`src/rtl/slot_swap_pkg.sv`:
```
package slot_swap_pkg;
  typedef enum logic [2:0] {
    ST_IDLE = 3'd0,
    ST_SAVE = 3'd1,
    ST_ISO  = 3'd2,
    ST_LOAD = 3'd3,
    ST_RST  = 3'd4,
    ST_REST = 3'd5,
    ST_ATT  = 3'd6,
    ST_ERR  = 3'd7
  } step_e;
endpackage

```
`src/rtl/sss_word_ctr.sv`:
```
module sss_word_ctr #(
  parameter int CNT_W = 16
) (
  input  logic             clk_i,
  input  logic             rst_ni,
  input  logic             clr_i,
  input  logic             inc_i,
  input  logic [CNT_W-1:0] len_i,
  output logic             hit_o
);
  logic [CNT_W-1:0] cnt_q;

  always_ff @(posedge clk_i or negedge rst_ni) begin
    if (!rst_ni)    cnt_q <= '0;
    else if (clr_i) cnt_q <= '0;
    else if (inc_i) cnt_q <= cnt_q + CNT_W'(1);
  end

  // current beat is word number len
  assign hit_o = (cnt_q + CNT_W'(1)) == len_i;
endmodule

```
`src/rtl/sss_rst_timer.sv`:
```
module sss_rst_timer #(
  parameter int RST_W   = 8,
  parameter int RST_MIN = 4
) (
  input  logic             clk_i,
  input  logic             rst_ni,
  input  logic             run_i,
  input  logic [RST_W-1:0] len_i,
  output logic             done_o
);
  logic [RST_W-1:0] cnt_q;
  logic [RST_W-1:0] eff;

  assign eff = (len_i < RST_W'(RST_MIN)) ? RST_W'(RST_MIN) : len_i;

  always_ff @(posedge clk_i or negedge rst_ni) begin
    if (!rst_ni)     cnt_q <= '0;
    else if (!run_i) cnt_q <= '0;
    else             cnt_q <= cnt_q + RST_W'(1);
  end

  assign done_o = run_i && (cnt_q == eff - RST_W'(1));
endmodule

```
`src/rtl/sss_iso_gate.sv`:
```
module sss_iso_gate #(
  parameter int SLOT_W = 8
) (
  input  logic              iso_i,
  input  logic [SLOT_W-1:0] d_i,
  output logic [SLOT_W-1:0] q_o
);
  for (genvar b = 0; b < SLOT_W; b++) begin : g_bit
    assign q_o[b] = d_i[b] & ~iso_i;
  end
endmodule

```
`src/rtl/slot_swap_seq.sv`:
```
module slot_swap_seq
  import slot_swap_pkg::*;
#(
  parameter int          MOD_W    = 2,
  parameter int          CNT_W    = 16,
  parameter int          RST_W    = 8,
  parameter int          CFG_W    = 32,
  parameter int          SLOT_W   = 8,
  parameter int          RST_MIN  = 4,
  parameter logic [3:0]  CTX_MODS = 4'b0101
) (
  input  logic              clk_i,
  input  logic              rst_ni,
  input  logic              swap_req_i,
  input  logic [MOD_W-1:0]  swap_tgt_i,
  input  logic [CNT_W-1:0]  swap_len_i,
  input  logic [RST_W-1:0]  rst_len_i,
  output logic              swap_ack_o,
  output logic              swap_err_o,
  input  logic              cw_valid_i,
  input  logic [CFG_W-1:0]  cw_data_i,
  input  logic              cw_last_i,
  output logic              cw_ready_o,
  output logic [CFG_W-1:0]  cfg_data_o,
  output logic              cfg_we_o,
  input  logic [SLOT_W-1:0] slot_out_i,
  output logic [SLOT_W-1:0] slot_out_o,
  output logic              isolate_o,
  output logic              slot_rst_o,
  output logic              save_req_o,
  input  logic              save_done_i,
  output logic              restore_req_o,
  input  logic              restore_done_i,
  output logic [2:0]        step_o,
  output logic [MOD_W-1:0]  cur_mod_o
);
  localparam int NUM_MODS = 1 << MOD_W;

  step_e            state_q, state_d;
  logic [MOD_W-1:0] tgt_q, cur_q;
  logic [CNT_W-1:0] len_q;
  logic [RST_W-1:0] rlen_q;
  logic             iso_q, ack_q, err_q;
  logic             accept, beat, len_hit, rst_done, mismatch;
  logic [NUM_MODS-1:0] ctx_mask;

  assign ctx_mask = NUM_MODS'(CTX_MODS);
  assign accept   = swap_req_i && (state_q == ST_IDLE || state_q == ST_ERR);
  assign beat     = cw_valid_i && cw_ready_o;
  assign mismatch = beat && cw_last_i && !len_hit;

  always_comb begin
    state_d = state_q;
    unique case (state_q)
      ST_IDLE, ST_ERR: if (accept) state_d = ctx_mask[cur_q] ? ST_SAVE : ST_ISO;
      ST_SAVE: if (save_done_i) state_d = ST_ISO;
      ST_ISO:  state_d = ST_LOAD;
      ST_LOAD: if (beat && cw_last_i) state_d = len_hit ? ST_RST : ST_ERR;
      ST_RST:  if (rst_done) state_d = ctx_mask[tgt_q] ? ST_REST : ST_ATT;
      ST_REST: if (restore_done_i) state_d = ST_ATT;
      ST_ATT:  state_d = ST_IDLE;
      default: state_d = ST_IDLE;
    endcase
  end

  always_ff @(posedge clk_i or negedge rst_ni) begin
    if (!rst_ni) begin
      state_q <= ST_IDLE;
      tgt_q   <= '0;
      cur_q   <= '0;
      len_q   <= '0;
      rlen_q  <= '0;
      iso_q   <= 1'b0;
      ack_q   <= 1'b0;
      err_q   <= 1'b0;
    end else begin
      state_q <= state_d;
      ack_q   <= (state_q == ST_ATT) || mismatch;
      if (accept) begin
        tgt_q  <= swap_tgt_i;
        len_q  <= swap_len_i;
        rlen_q <= rst_len_i;
        err_q  <= 1'b0;
      end
      if (mismatch) err_q <= 1'b1;
      if (state_q == ST_LOAD && state_d == ST_RST) cur_q <= tgt_q;
      if (state_d == ST_ISO) iso_q <= 1'b1;
      else if (state_q == ST_ATT) iso_q <= 1'b0;
    end
  end

  sss_word_ctr #(.CNT_W(CNT_W)) u_wctr (
    .clk_i (clk_i),
    .rst_ni(rst_ni),
    .clr_i (accept),
    .inc_i (beat),
    .len_i (len_q),
    .hit_o (len_hit)
  );

  sss_rst_timer #(.RST_W(RST_W), .RST_MIN(RST_MIN)) u_rtmr (
    .clk_i (clk_i),
    .rst_ni(rst_ni),
    .run_i (state_q == ST_RST),
    .len_i (rlen_q),
    .done_o(rst_done)
  );

  sss_iso_gate #(.SLOT_W(SLOT_W)) u_gate (
    .iso_i(iso_q),
    .d_i  (slot_out_i),
    .q_o  (slot_out_o)
  );

  assign cw_ready_o    = (state_q == ST_LOAD);
  assign cfg_we_o      = beat;
  assign cfg_data_o    = cw_data_i;
  assign isolate_o     = iso_q;
  assign slot_rst_o    = (state_q == ST_RST);
  assign save_req_o    = (state_q == ST_SAVE);
  assign restore_req_o = (state_q == ST_REST);
  assign swap_ack_o    = ack_q;
  assign swap_err_o    = err_q;
  assign step_o        = state_q;
  assign cur_mod_o     = cur_q;
endmodule

```
`config.mk`:
```
export PLATFORM = sky130hd
export DESIGN_NAME = slot_swap_seq
export DESIGN_NICKNAME = d
export VERILOG_FILES = /design/src/rtl/slot_swap_pkg.sv /design/src/rtl/sss_word_ctr.sv /design/src/rtl/sss_rst_timer.sv /design/src/rtl/sss_iso_gate.sv /design/src/rtl/slot_swap_seq.sv
export SDC_FILE = /design/constraint.sdc
export NUM_CORES = 1
export LEC_CHECK = 0
export BUFFER_PORTS_ARGS = -buffer_cell sky130_fd_sc_hd__buf_2
export CAP_MARGIN = 5
export CORE_ASPECT_RATIO = 2
export CORE_UTILIZATION = 52
export CTS_BUF_LIST = sky130_fd_sc_hd__clkbuf_8
export DETAILED_ROUTE_END_ITERATION = 12
export GPL_TIMING_DRIVEN = 0
export HOLD_SLACK_MARGIN = 0.12
export PLACE_DENSITY = 0.82
export RECOVER_POWER = 25
export SYNTH_ARGS = -nofsm -noshare
export SYNTH_HDL_FRONTEND = slang
export SYNTH_SLANG_ARGS = --single-unit
```
`constraint.sdc`:
```
create_clock -name clk_i -period 3.08 [get_ports clk_i]
set_input_delay 0.308 -clock clk_i [delete_from_list [all_inputs] [get_ports clk_i]]
set_output_delay 0.308 -clock clk_i [all_outputs]
set_load 0.01 [all_outputs]
```
==> Flow_metrics.wiki <==
{| class="wikitable"
! Metric !! Value
|-
| Antenna violations before repair || 0
|-
| Number of I/O pins || 126
|-
| Setup repair after global routing missed its margin || false
|-
| PortBufs || 93
|-
| Number of hold-slack violations in the final timing report || 0
|-
| Sum of negative setup slack || 0 ns
|-
| Cell count after synthesis || 387
|-
| Fmax || 350 MHz
|-
| Count of flip-flops with a built-in enable after synthesis || 0
|-
| Area share of the largest cell type after synthesis || 0.390
|-
| Dominant cell type by area after synthesis || sky130_fd_sc_hd__dfrtp_1
|-
| Startpoint type of the worst setup path || flop
|-
| Most used flip-flop cell after synthesis || sky130_fd_sc_hd__dfrtp_1
|-
| Number of clock sinks seen by CTS || 58
|-
| DP HPWL || 7050 um
|-
| Final worst path period need || 2.86 ns
|-
| Core occupancy in the finished layout || 0.647
|-
| Number of antenna repair diodes || 0
|-
| Startpoint of the worst register-to-register path || u_wctr.cnt_q[0]
|-
| Number of rows in the core area || 43
|-
| Number of unique standard cell types used by synthesis || 59
|-
| Maximum number of pins on one net before global-route repair || 59
|-
| Global-route wire length before repair || 14,500 um
|-
| CTS H-tree lvls || 3
|-
| Share of the clock period used by the worst path || 0.929
|-
| Final setup fails || 0
|-
| Share of flip-flops with an asynchronous set or reset || 1.00
|-
| Area taken by multi-input logic gates || 0.00188 sq mm
|-
| Vias in the first global route || 3,194
|-
| Via count of the routed design || 3,274
|-
| Gp weighted congestion || 0.916
|-
| Depth of the worst register-to-register path || 8
|-
| Register-to-register setup slack || 0.22 ns
|-
| Hold Path Class || primary input to flop
|-
| Area of the core region || 0.00694 sq mm
|-
| Area taken by flip-flops and latches || 0.00145 sq mm
|-
| Horiz. Die Dim || 61.8 um
|-
| Number of clock buffers inserted by TritonCTS || 9
|-
| Clock tree from TritonCTS || yes
|-
| Fill cell count || 630
|-
| Final max-slew violation count || 0
|-
| Initial Utilization || 0.536
|-
| Sequential element share of the synthesized area || 0.390
|-
| DRC violation count after routing || 0
|-
| Slew headroom || 0.0350
|-
| Count of TritonRoute iterations in the first routing pass || 5
|-
| Worst setup path end || cur_mod_o[1]
|-
| Data required time at the worst endpoint || 3.32 ns
|-
| Layout cells sized above 1 || 0.316
|-
| FF-to-FF End || cur_mod_o[1]
|-
| Mean Syn Cell Area || 9.61 sq um
|-
| Post-synthesis to final-layout area growth || 20.7%
|-
| Launch point of the critical path || u_wctr.cnt_q[0]
|-
| Antenna Nets Post-Route || 0
|-
| Slew @ Worst Pin || 1.45 ns
|-
| Clock Path Buffers || 2
|-
| Clock tree root driver cell || sky130_fd_sc_hd__clkbuf_8
|-
| Critical-path maximum fanout || 7
|-
| Total Die Area || 0.00752 sq mm
|-
| Worst setup skew after layout || 0.00631 ns
|-
| Run status || finished, final reports clean
|-
| Net count of the mapped netlist || 463
|-
| Dominant cells by area after synthesis || sky130_fd_sc_hd__dfrtp_1 39%, sky130_fd_sc_hd__mux2_2 7.9%, sky130_fd_sc_hd__buf_4 6.7%, sky130_fd_sc_hd__xor2_1 4.5%, sky130_fd_sc_hd__o21ai_0 4.4%
|-
| Worst vdd rail ir drop || 0.439 mV
|-
| Post-route standard cell area excluding fillers || 0.00449 sq mm
|-
| Syn. warnings || 0
|-
| Post-synthesis sequential element count || 58
|-
| Die height || 122 um
|-
| Cell Area, Placed || 0.00430 sq mm
|-
| Crit. End Element || flop
|-
| Leakage || 2.07 nW
|-
| Aggregate global routing overflow || 0
|-
| Post-CTS clock slew at the launch and capture registers of the worst setup and hold paths || 0.07 ns
|-
| Routed len/inst || 15.9 um
|-
| Pwr per Cell Area || 774 mW/mm^2
|-
| Hold Slack || 0.174 ns
|-
| Classification of the worst setup path || flop to flop
|-
| Insertion delay to the later sink of the worst-skew pair || 0.36 ns
|-
| Global-route usage over all layers || 0.266
|-
| Data arrival time of the critical path || 3.10 ns
|-
| Number of maximum-capacitance constraint violations || 0
|-
| Net count of the finished layout || 568
|-
| Vias per std cell || 5.58
|-
| Combined area of all synthesized cells || 0.00372 sq mm
|-
| WL final || 9360 um
|-
| DR iter-0 viols || 113
|}
## worst max-delay path, stage by stage, from the launching register on
cell	delay, ns
sky130_fd_sc_hd__dfrtp_1	0.48
sky130_fd_sc_hd__ha_1	0.35
sky130_fd_sc_hd__nand4_2	0.21
sky130_fd_sc_hd__or4_4	0.60
sky130_fd_sc_hd__nor2_1	0.10
sky130_fd_sc_hd__o21ai_0	0.10
sky130_fd_sc_hd__nor4_2	0.37
sky130_fd_sc_hd__nand2_1	0.18
sky130_fd_sc_hd__mux2_1	0.35
## what timing repair did
action | 4_1_cts | 5_1_grt
hold buffers | 0 | 1
setup endpoints to repair | 0 | 2
gates resized for setup | 0 | 1
setup buffers | 0 | 0
hold endpoints to repair | 0 | 58
## stage by stage
| step | total power [mW] | cells | setup slack (ns) |
|---|---|---|---|
| floorplan | 2.25 | 387 | 0.731 |
| global placement | 2.63 | 570 | 0.313 |
| detailed placement | 2.67 | 570 | 0.260 |
| CTS | 3.47 | 586 | 0.186 |
| global route | 3.69 | 587 | 0.0237 |
| finish | 3.48 | 587 | 0.219 |
## final cells by class
class | instances | share of cell area
Timing Repair Buffer | 94 | 0.0967
Tap cell | 90 | 0.0251
Sequential cell | 58 | 0.323
Clock buffer | 10 | 0.0307
Buffer | 51 | 0.0792
Inverter | 9 | 0.00753
Clock inverter | 6 | 0.0178
Multi-Input combinational cell | 269 | 0.420
## layer usage
metal  global-route usage  wire length, um  vias up  part of all wire
li1                     -                -     1553                 -
met4                0.158              470        0             0.050
met2                0.450             5090      129              0.54
met1                0.285             3380     1558              0.36
met5                    0                0        -                 0
met3               0.0637              424       34             0.045
## placed cells by master, fill, tap and decap left out, types with 3 or more instances in the layout
cell                       count
sky130_fd_sc_hd__buf_2        59
sky130_fd_sc_hd__dfrtp_1      58
sky130_fd_sc_hd__clkbuf_1     45
sky130_fd_sc_hd__o21ai_0      33
sky130_fd_sc_hd__buf_4        33
sky130_fd_sc_hd__nor2_1       26
sky130_fd_sc_hd__mux2_2       26
sky130_fd_sc_hd__nand2_1      23
sky130_fd_sc_hd__xor2_1       19
sky130_fd_sc_hd__xnor2_1      18
sky130_fd_sc_hd__nand3_1      16
sky130_fd_sc_hd__nor2b_1      12
sky130_fd_sc_hd__clkbuf_8     11
sky130_fd_sc_hd__nor3_1       10
sky130_fd_sc_hd__o31ai_1       8
sky130_fd_sc_hd__inv_1         8
sky130_fd_sc_hd__a21oi_1       7
sky130_fd_sc_hd__nand4_1       6
sky130_fd_sc_hd__and2_1        5
sky130_fd_sc_hd__nand2b_1      4
sky130_fd_sc_hd__buf_6         4
sky130_fd_sc_hd__and3_1        4
sky130_fd_sc_hd__clkinv_2      4
sky130_fd_sc_hd__ha_1          3
## registers in the layout, summed over array words and instances (netlist names)
signal and cells:
cur_mod_o 2, isolate_o 1, len_q 16, rlen_q 8, step_o 3, swap_ack_o 1, swap_err_o 1, tgt_q 2
u_rtmr.cnt_q 8, u_wctr.cnt_q 16
## cell usage after synthesis, types with 3 or more instances
cell	n
sky130_fd_sc_hd__a21oi_1	7
sky130_fd_sc_hd__and2_1	5
sky130_fd_sc_hd__and3_1	4
sky130_fd_sc_hd__buf_4	33
sky130_fd_sc_hd__buf_6	4
sky130_fd_sc_hd__clkbuf_1	12
sky130_fd_sc_hd__dfrtp_1	58
sky130_fd_sc_hd__ha_1	3
sky130_fd_sc_hd__inv_1	8
sky130_fd_sc_hd__mux2_2	26
sky130_fd_sc_hd__nand2_1	23
sky130_fd_sc_hd__nand2b_1	4
sky130_fd_sc_hd__nand3_1	16
sky130_fd_sc_hd__nand4_1	6
sky130_fd_sc_hd__nor2_1	26
sky130_fd_sc_hd__nor2b_1	12
sky130_fd_sc_hd__nor3_1	10
sky130_fd_sc_hd__o21ai_0	33
sky130_fd_sc_hd__o31ai_1	9
sky130_fd_sc_hd__xnor2_1	18
sky130_fd_sc_hd__xor2_1	19
## power by group
group	internal, mW	switching, mW	leakage, nW	total, mW
clock	0.471	0.320	0.116	0.792
combinational	0.686	0.733	1.21	1.42
sequential	0.990	0.276	0.742	1.27
## worst min-delay path by stage
stage	from	endpoint	slack, ns	depth (start not counted)
final	swap_tgt_i[0]	tgt_q[0]	0.17	2
after detailed placement	swap_err_o	swap_err_o	0.49	1
after CTS	swap_tgt_i[0]	tgt_q[0]	0.17	2
after global routing	swap_len_i[5]	len_q[5]	0.17	2
after global placement	tgt_q[1]	cur_mod_o[1]	0.47	1
after floorplan	rst_ni	cur_mod_o[0]	0.01	0
## cells by family after synthesis
logic type / after synthesis / share of synthesized area
multiplexers: 30 / 0.0901
flip-flops: 58 / 0.390
AO/OA/AOI/OAI: 76 / 0.131
adder cells (fa/ha/maj): 3 / 0.0101
buffers and inverters: 60 / 0.105
AND/OR/NAND/NOR: 123 / 0.187
XOR/XNOR: 37 / 0.0871
Power figures use the tool's default switching activity.
